$ cat config.mk
export PLATFORM = sky130hd
export DESIGN_NAME = serial_ctl_port
export DESIGN_NICKNAME = d
export VERILOG_FILES = /design/src/rtl/sctl_pkg.sv /design/src/rtl/sctl_sync.sv /design/src/rtl/sctl_shifter.sv /design/src/rtl/sctl_decode.sv /design/src/rtl/sctl_regbank.sv /design/src/rtl/serial_ctl_port.sv
export SDC_FILE = /design/constraint.sdc
export NUM_CORES = 1
export LEC_CHECK = 0
export CORE_MARGIN = 4
export CORE_UTILIZATION = 30
export DETAILED_ROUTE_END_ITERATION = 16
export PLACE_DENSITY = 0.48
export REMOVE_ABC_BUFFERS = 1
export SLEW_MARGIN = 20
export SYNTH_ARGS = -nofsm -noshare
export SYNTH_HDL_FRONTEND = slang
export SYNTH_SLANG_ARGS = --single-unit
$ cat constraint.sdc
create_clock -name clk -period 5.6 [get_ports clk]
set_input_delay 1.12 -clock clk [delete_from_list [all_inputs] [get_ports clk]]
set_output_delay 1.12 -clock clk [all_outputs]
set_load 0.05 [all_outputs]
$ cat src/rtl/sctl_pkg.sv
package sctl_pkg;
  localparam int BYTE_W = 8;
  localparam int IDX_W  = 2;
  localparam int NREG   = 1 << IDX_W;
  localparam int VAL_W  = BYTE_W - IDX_W;
  localparam int ID_W   = BYTE_W - 2;

  typedef enum logic [1:0] {
    XF_DATA = 2'b00,
    XF_RSV1 = 2'b01,
    XF_STAT = 2'b10,
    XF_RSV3 = 2'b11
  } xfer_t;

  // identity compare on bits 7..2 of an address byte
  function automatic logic id_match(input logic [BYTE_W-1:0] b,
                                    input logic [ID_W-1:0]   dev);
    return b[BYTE_W-1 -: ID_W] == dev;
  endfunction

  function automatic xfer_t xfer_of(input logic [BYTE_W-1:0] b);
    return xfer_t'(b[1:0]);
  endfunction

  function automatic logic [IDX_W-1:0] slot_of(input logic [BYTE_W-1:0] b);
    return b[BYTE_W-1 -: IDX_W];
  endfunction

  function automatic logic [VAL_W-1:0] value_of(input logic [BYTE_W-1:0] b);
    return b[VAL_W-1:0];
  endfunction
endpackage

$ cat src/rtl/sctl_sync.sv
module sctl_sync #(
  parameter int W      = 3,
  parameter int STAGES = 2
) (
  input  logic         clk,
  input  logic         rst_n,
  input  logic [W-1:0] d,
  output logic [W-1:0] q
);
  logic [W-1:0] chain [STAGES];

  always_ff @(posedge clk or negedge rst_n) begin
    if (!rst_n) chain[0] <= '0;
    else        chain[0] <= d;
  end

  for (genvar s = 1; s < STAGES; s++) begin : g_stage
    always_ff @(posedge clk or negedge rst_n) begin
      if (!rst_n) chain[s] <= '0;
      else        chain[s] <= chain[s-1];
    end
  end

  assign q = chain[STAGES-1];
endmodule

$ cat src/rtl/sctl_shifter.sv
module sctl_shifter
  import sctl_pkg::*;
(
  input  logic              clk,
  input  logic              rst_n,
  input  logic              s_dat,
  input  logic              s_mode,
  input  logic              s_clk,
  output logic              byte_vld,
  output logic              byte_is_addr,
  output logic [BYTE_W-1:0] byte_q
);
  localparam int CNT_W = $clog2(BYTE_W);

  logic              clk_q;
  logic              mode_q;
  logic [CNT_W-1:0]  cnt;
  logic [BYTE_W-1:0] sr;
  logic              rise_evt;
  logic              mode_chg;
  logic [CNT_W-1:0]  cnt_base;
  logic [BYTE_W-1:0] sr_next;
  logic              last_bit;

  assign rise_evt = s_clk & ~clk_q;
  assign mode_chg = s_mode ^ mode_q;
  assign cnt_base = mode_chg ? '0 : cnt;
  assign sr_next  = {s_dat, sr[BYTE_W-1:1]};
  assign last_bit = rise_evt && (cnt_base == CNT_W'(BYTE_W - 1));

  always_ff @(posedge clk or negedge rst_n) begin
    if (!rst_n) begin
      clk_q        <= 1'b0;
      mode_q       <= 1'b0;
      cnt          <= '0;
      sr           <= '0;
      byte_vld     <= 1'b0;
      byte_is_addr <= 1'b0;
      byte_q       <= '0;
    end else begin
      clk_q    <= s_clk;
      mode_q   <= s_mode;
      byte_vld <= 1'b0;
      if (rise_evt) begin
        sr  <= sr_next;
        cnt <= cnt_base + CNT_W'(1);
      end else if (mode_chg) begin
        cnt <= '0;
      end
      if (last_bit) begin
        byte_vld     <= 1'b1;
        byte_q       <= sr_next;
        byte_is_addr <= ~s_mode;
      end
    end
  end

  AST_MODE_FLUSH: assert property (@(posedge clk) disable iff (!rst_n)
    (mode_chg && !rise_evt) |=> (cnt == '0));

  AST_BYTE_AFTER_EIGHT: assert property (@(posedge clk) disable iff (!rst_n)
    byte_vld |-> ($past(rise_evt) && $past(cnt_base) == CNT_W'(BYTE_W - 1)));
endmodule

$ cat src/rtl/sctl_decode.sv
module sctl_decode
  import sctl_pkg::*;
#(
  parameter logic [ID_W-1:0] DEV_ID = 6'b000101
) (
  input  logic              clk,
  input  logic              rst_n,
  input  logic              byte_vld,
  input  logic              byte_is_addr,
  input  logic [BYTE_W-1:0] byte_q,
  output logic              wr_data,
  output logic              wr_stat,
  output logic [IDX_W-1:0]  wr_idx,
  output logic [VAL_W-1:0]  wr_val
);
  logic  sel;
  xfer_t xfer;
  logic  data_evt;
  logic  addr_evt;

  assign addr_evt = byte_vld &  byte_is_addr;
  assign data_evt = byte_vld & ~byte_is_addr;

  always_ff @(posedge clk or negedge rst_n) begin
    if (!rst_n) begin
      sel  <= 1'b0;
      xfer <= XF_DATA;
    end else if (addr_evt) begin
      sel  <= id_match(byte_q, DEV_ID);
      xfer <= xfer_of(byte_q);
    end
  end

  assign wr_data = data_evt && sel && (xfer == XF_DATA);
  assign wr_stat = data_evt && sel && (xfer == XF_STAT);
  assign wr_idx  = slot_of(byte_q);
  assign wr_val  = value_of(byte_q);

  AST_ADDR_NEVER_WRITES: assert property (@(posedge clk) disable iff (!rst_n)
    addr_evt |-> !(wr_data || wr_stat));

  AST_DESEL_SILENT: assert property (@(posedge clk) disable iff (!rst_n)
    !sel |-> !(wr_data || wr_stat));

  AST_RSV_SILENT: assert property (@(posedge clk) disable iff (!rst_n)
    (xfer == XF_RSV1 || xfer == XF_RSV3) |-> !(wr_data || wr_stat));

  AST_ONE_BANK: assert property (@(posedge clk) disable iff (!rst_n)
    $onehot0({wr_data, wr_stat}));
endmodule

$ cat src/rtl/sctl_regbank.sv
module sctl_regbank
  import sctl_pkg::*;
(
  input  logic                  clk,
  input  logic                  rst_n,
  input  logic                  wr_en,
  input  logic [IDX_W-1:0]      wr_idx,
  input  logic [VAL_W-1:0]      wr_val,
  output logic [NREG*VAL_W-1:0] bank
);
  for (genvar i = 0; i < NREG; i++) begin : g_reg
    always_ff @(posedge clk or negedge rst_n) begin
      if (!rst_n)
        bank[i*VAL_W +: VAL_W] <= '0;
      else if (wr_en && wr_idx == IDX_W'(i))
        bank[i*VAL_W +: VAL_W] <= wr_val;
    end
  end

  AST_HOLD_IDLE: assert property (@(posedge clk) disable iff (!rst_n)
    !wr_en |=> $stable(bank));

  AST_WRITE_LANDS: assert property (@(posedge clk) disable iff (!rst_n)
    wr_en |=> (bank[$past(wr_idx)*VAL_W +: VAL_W] == $past(wr_val)));
endmodule

$ cat src/rtl/serial_ctl_port.sv
module serial_ctl_port
  import sctl_pkg::*;
#(
  parameter logic [5:0] DEV_ID      = 6'b000101,
  parameter int         SYNC_STAGES = 2
) (
  input  logic                  clk,
  input  logic                  rst_n,
  input  logic                  ctl_dat_i,
  input  logic                  ctl_mode_i,
  input  logic                  ctl_clk_i,
  output logic [NREG*VAL_W-1:0] data_bank_o,
  output logic [NREG*VAL_W-1:0] stat_bank_o
);
  logic [2:0]        raw_in;
  logic [2:0]        syn_in;
  logic              byte_vld;
  logic              byte_is_addr;
  logic [BYTE_W-1:0] byte_q;
  logic              wr_data;
  logic              wr_stat;
  logic [IDX_W-1:0]  wr_idx;
  logic [VAL_W-1:0]  wr_val;

  assign raw_in = {ctl_clk_i, ctl_mode_i, ctl_dat_i};

  sctl_sync #(.W(3), .STAGES(SYNC_STAGES)) u_sync (
    .clk(clk), .rst_n(rst_n), .d(raw_in), .q(syn_in)
  );

  sctl_shifter u_shift (
    .clk(clk), .rst_n(rst_n),
    .s_dat(syn_in[0]), .s_mode(syn_in[1]), .s_clk(syn_in[2]),
    .byte_vld(byte_vld), .byte_is_addr(byte_is_addr), .byte_q(byte_q)
  );

  sctl_decode #(.DEV_ID(DEV_ID)) u_dec (
    .clk(clk), .rst_n(rst_n),
    .byte_vld(byte_vld), .byte_is_addr(byte_is_addr), .byte_q(byte_q),
    .wr_data(wr_data), .wr_stat(wr_stat), .wr_idx(wr_idx), .wr_val(wr_val)
  );

  sctl_regbank u_data_bank (
    .clk(clk), .rst_n(rst_n), .wr_en(wr_data),
    .wr_idx(wr_idx), .wr_val(wr_val), .bank(data_bank_o)
  );

  sctl_regbank u_stat_bank (
    .clk(clk), .rst_n(rst_n), .wr_en(wr_stat),
    .wr_idx(wr_idx), .wr_val(wr_val), .bank(stat_bank_o)
  );
endmodule

* Word-level counts from Yosys, hierarchy flattened
Index checks and enable logic that the tools add are counted.
** Storage, ports and cells
- Bits in registers :: 80
- Latch bits :: 0
- RAM bits :: 0
- ROM bits :: 0
- Bits of input ports :: 5
- Word-level logic and storage cells :: 50
- Memories :: 0
** Cells by class
- Add/sub/neg operators :: 1
- Multiply operators :: 0
- Div/mod/pow operators :: 0
- Magnitude comparators :: 0
- Equality and inequality tests :: 6
- Shifts and indexed selects :: 0
- Mux-type cells :: 3
- Bitwise logic cells :: 7
- Reduce and logical (&&, ||, !) cells :: 14
** Operators with widths (count)
- $logic_and 1x1->1 :: 12
- $eq 2x2->1 const B :: 3
- $eq 6x3->1 const B :: 1
- $mux 3 :: 2
- $logic_not 2->1 :: 2
- $add 3x1->3 const B :: 1
- $and 1x1->1 :: 3
- $eq 3x3->1 const B :: 1
- $not 1->1 :: 3
- $eq 2x1->1 const B :: 1
- $mux 1 :: 1
- $xor 1x1->1 :: 1

* Longest topological paths before layout
- Depth in word-level cells :: 5
- Depth in mapped cells :: 8

* Hierarchy
Synthesis repeated with hierarchy kept, for this count alone.
** Second synthesis, totals
- Cells, all modules :: 187
- Area total of the unflattened synthesis :: 3134.3 µm²
** Modules (own cells, without submodules)
- sctl_regbank :: times used 2, cells each 52, area each 917.1 µm²
- sctl_shifter :: times used 1, cells each 53, area each 898.4 µm²
- sctl_decode :: times used 1, cells each 21, area each 229.0 µm²
- sctl_sync :: times used 1, cells each 9, area each 172.7 µm²

* Worst setup path before layout
No wires, ideal clock.
- Kind :: flip-flop to flip-flop
- From :: register u_sync.chain, in the netlist u_sync.q[1]
- To :: register u_shift.byte_q[1]
- Setup time :: 125 ps
- Arrival :: 1814 ps
- Required time :: 5475 ps
- Slack :: 3662 ps
- Cell stages (with the launch flop) :: 8
- Buffers on the path :: 1
- Cell sequence :: dfrtp_1 -> xnor2_1 -> and2_1 -> ha_1 -> ha_1 -> nand3b_1 -> clkbuf_1 -> mux2_2
** On the way
- Word-level cells in the longest chain between the ends :: 4
** RTL lines
- start, declared :: line sctl_sync.sv:10 : logic [W-1:0] chain [STAGES];
- start signal, assigned by index :: line sctl_sync.sv:20 : else chain[s] <= chain[s-1];
- $xor 1x1->1 :: line sctl_shifter.sv:26 : assign mode_chg = s_mode ^ mode_q;
- $mux 3 :: line sctl_shifter.sv:27 : assign cnt_base = mode_chg ? '0 : cnt;
- $eq 3x3->1 :: line sctl_shifter.sv:29 : assign last_bit = rise_evt && (cnt_base == CNT_W'(BYTE_W - 1));
- $logic_and 1x1->1 :: line sctl_shifter.sv:29
- end signal, assigned :: line sctl_shifter.sv:52 : byte_q <= sr_next;
- end, declared :: line sctl_shifter.sv:11 : output logic [BYTE_W-1:0] byte_q
No other way between the ends.
A chain may end at the register's enable or synchronous reset.

* Final worst setup path
- From :: register u_stat_bank.bank[5]
- To :: output stat_bank_o[5]
** RTL lines
- start, declared :: line sctl_regbank.sv:9 : output logic [NREG*VAL_W-1:0] bank
- start signal, assigned by index :: line sctl_regbank.sv:16 : bank[i*VAL_W +: VAL_W] <= wr_val;
- end, declared :: line serial_ctl_port.sv:13 : output logic [NREG*VAL_W-1:0] stat_bank_o
No word-level cell between the ends.

==> impl_metrics.json <==
{
  "worst_slack_ns": 2.95,
  "grt_pass1_vias": 1782,
  "clockBufferDepth": 2,
  "row_count": 36,
  "io_pins": 53,
  "synth_top_family_by_area": "multiplexers",
  "slew_violations": 0,
  "antenna_found_initial": 0,
  "tns_ns": 0,
  "cap_violations": 0,
  "fin_crit_ns": 2.65,
  "crit_type": "flop to output port",
  "die-area_sq_mm": 0.0119,
  "drt_first_iter_violations": 52,
  "syn_inst": 190,
  "holdWs_ns": 0.352,
  "critPathTopFamily": "buffers and inverters",
  "drcViolationCount": 0,
  "drt-total-wl_microns": 6080,
  "drive_gt1_frac": 0.368,
  "diodes": 0,
  "cp_data_required_time_ns": 4.48,
  "tightest_slew_ns": 0.914,
  "arrival_ns": 1.53,
  "dpl.hpwl_microns": 3820,
  "cts-root-buf": "clkbuf_8",
  "slew_headroom": 0.390,
  "die_y_microns": 109,
  "port_buffers": 52,
  "critPathMaxStageDelay_ns": 0.81,
  "clock.fmax_mhz": 378,
  "setup_viol": 0,
  "critPathSlowestCell": "clkdlybuf4s50_1",
  "syn_avg_cell_area_sq_um": 16.2,
  "wl_per_cell_microns": 16.2,
  "post_cts_buffers": 0,
  "clkPwrFrac": 0.378,
  "path_depth": 1,
  "internal_power_mw": 0.798,
  "p_switching_mw": 0.240,
  "final_antenna_net_count": 0,
  "clkSlewWorstSetupHoldPaths_ns": 0.08,
  "status": "complete, no violations",
  "grt_max_degree": 80,
  "power.share.sequential": 0.585,
  "crit_path_start": "u_stat_bank.bank[5]$_DFFE_PN0P_",
  "hold_path.class": "flop to flop",
  "vias": 1654,
  "synth_xor_area_frac": 0.00569,
  "track_usage": 0.109,
  "regToRegStartpoint": "u_shift.byte_is_addr$_DFFE_PN0P_",
  "h-tree-depth": 3,
  "cts_tree": "yes",
  "core_sq_mm": 0.00986,
  "cts_resized": 0,
  "hold_buffers": 0,
  "period_share": 0.473,
  "post-place-ws_ns": 3.32,
  "clkLatencyLatePin_ns": 0.34,
  "syn_area_sq_mm": 0.00308,
  "rrSetupSlack_ns": 3.42,
  "rsz0062_at_grt": "no",
  "synth_adder_area_share": 0.00813,
  "power.density_mw_per_mm2": 268,
  "cts_made_buffers": 9,
  "finalPower_mw": 1.04,
  "r2r_cells": 3,
  "swShare": 0.232,
  "worstSetupEndpointType": "output port",
  "crit_fanout": 2,
  "reg2reg_to": "u_stat_bank.bank[10]$_DFFE_PN0P_",
  "grt_pass1_wl_microns": 9760,
  "postSynth.asyncResetShare": 1.00,
  "firstDrtPassIters": 3,
  "p_comb_frac": 0.037,
  "path_cells": "clkdlybuf4s50_1",
  "drt-vias-per-instance": 4.41,
  "finalHoldViolCount": 0,
  "nets": 244,
  "synth_compound_area_frac": 0.00447,
  "synth.distinct_cells": 24,
  "synth_seq_area_share": 0.643,
  "die_w_microns": 109,
  "cts.sinks": 79,
  "syn_to_final_growth_pct": 25.9,
  "crit_end": "stat_bank_o[5]",
  "ir_drop_v": 0.000118,
  "crit_buf_inv": 1,
  "synth.area.mux_share": 0.260,
  "gp_congestion": 0.700,
  "synthFlopType": "dfrtp_1",
  "ys_ff_latch": 79,
  "synth_edf_count": 0,
  "overflow": 0,
  "cp-start-kind": "flop",
  "start_util": 0.312,
  "fin_worst_skew_ns": 0.00776,
  "ys_warn_count": 0,
  "nFillCells": 936,
  "leakagePower_nw": 1.81,
  "synthSimpleGateAreaFrac": 0.0521
}
## area by class of cell
type	instances	area [sq um]	share of cell area
multi-input cells	94	1020	0.264
clock buffers	11	151	0.0391
clock inverters	5	32.5	0.00840
flip-flops and latches	79	1980	0.510
well taps	133	166	0.0429
inverters	1	3.75	0.000969
repair buffers	52	522	0.135
## sequential cells by signal (all words and copies together) (netlist names), 2 cells and up
signal and flops:
u_data_bank.bank 24, u_stat_bank.bank 24, u_shift.byte_q 8, u_shift.sr 7
u_shift.cnt 3, u_sync.chain 3, u_sync.q 3, u_dec.xfer 2
## routing by layer
metal,wire (microns),up-vias,track usage
met3,317,6,0.0373
met5,0,-,0
met4,60,0,0.0321
met1,2890,861,0.146
li1,-,749,-
met2,2810,38,0.167
## metrics by stage
step	util	cells	area (sq um)
2_1_floorplan	-	174	3000
5_1_grt	0.393	375	3870
3_5_place_dp	0.374	359	3690
6_report	0.393	375	3870
4_1_cts	0.392	375	3870
3_3_place_gp	0.373	359	3680
## cells in the final DEF, fill, tap and decap left out, types with 2 or more instances in the layout
| master | instances |
|---|---|
| dfrtp_1 | 79 |
| mux2_2 | 55 |
| clkdlybuf4s50_1 | 51 |
| mux2_4 | 12 |
| clkbuf_8 | 11 |
| nand2_1 | 4 |
| and2_1 | 3 |
| clkinvlp_4 | 3 |
| nand3b_1 | 2 |
| nand4bb_1 | 2 |
| or4b_4 | 2 |
| nor2_1 | 2 |
| ha_1 | 2 |
| clkinv_2 | 2 |
## cell families (layout without fill, tap and decap cells)
kind of cell / Yosys count / count (layout)
buffers and inverters: 17 / 69
adders and majority gates: 2 / 2
AOI/OAI and AO/OA: 2 / 2
muxes: 67 / 67
xor gates and xnor gates: 2 / 2
and+or+nand+nor: 21 / 21
DFF: 79 / 79
## worst min path at each step
stage / endpoint / startpoint / slack (ns) / depth (start not counted)
floorplan: u_sync.q[0]$_DFF_PN0_ / u_sync.chain[3]$_DFF_PN0_ / 0.33 / 0
global placement: u_sync.q[2]$_DFF_PN0_ / u_sync.chain[5]$_DFF_PN0_ / 0.34 / 0
detailed placement: u_sync.q[0]$_DFF_PN0_ / u_sync.chain[3]$_DFF_PN0_ / 0.34 / 0
CTS: u_sync.q[1]$_DFF_PN0_ / u_sync.chain[4]$_DFF_PN0_ / 0.35 / 0
global route: u_sync.q[1]$_DFF_PN0_ / u_sync.chain[4]$_DFF_PN0_ / 0.36 / 0
finish: u_sync.q[1]$_DFF_PN0_ / u_sync.chain[4]$_DFF_PN0_ / 0.35 / 0
## synth_stat cells (all sizes together) (2+ instances only)
cell type   n  share of area
and2        3         0.0061
buf         6          0.014
nand2       4         0.0049
or4b        2         0.0089
dfrtp      79           0.64
nand3b      2         0.0049
nor2        2         0.0024
mux2       67           0.26
nand4bb     2         0.0073
clkbuf     10          0.012
ha          2         0.0081
## power groups by stage
stage	clock network [mW]	registers [mW]	logic [mW]
2_1_floorplan	0	0.614	0.0231
3_3_place_gp	0	0.619	0.0390
3_5_place_dp	0	0.619	0.0402
4_1_cts	0.409	0.607	0.0401
5_1_grt	0.428	0.610	0.0459
6_report	0.392	0.607	0.0387
Power figures use the tool's default switching activity.
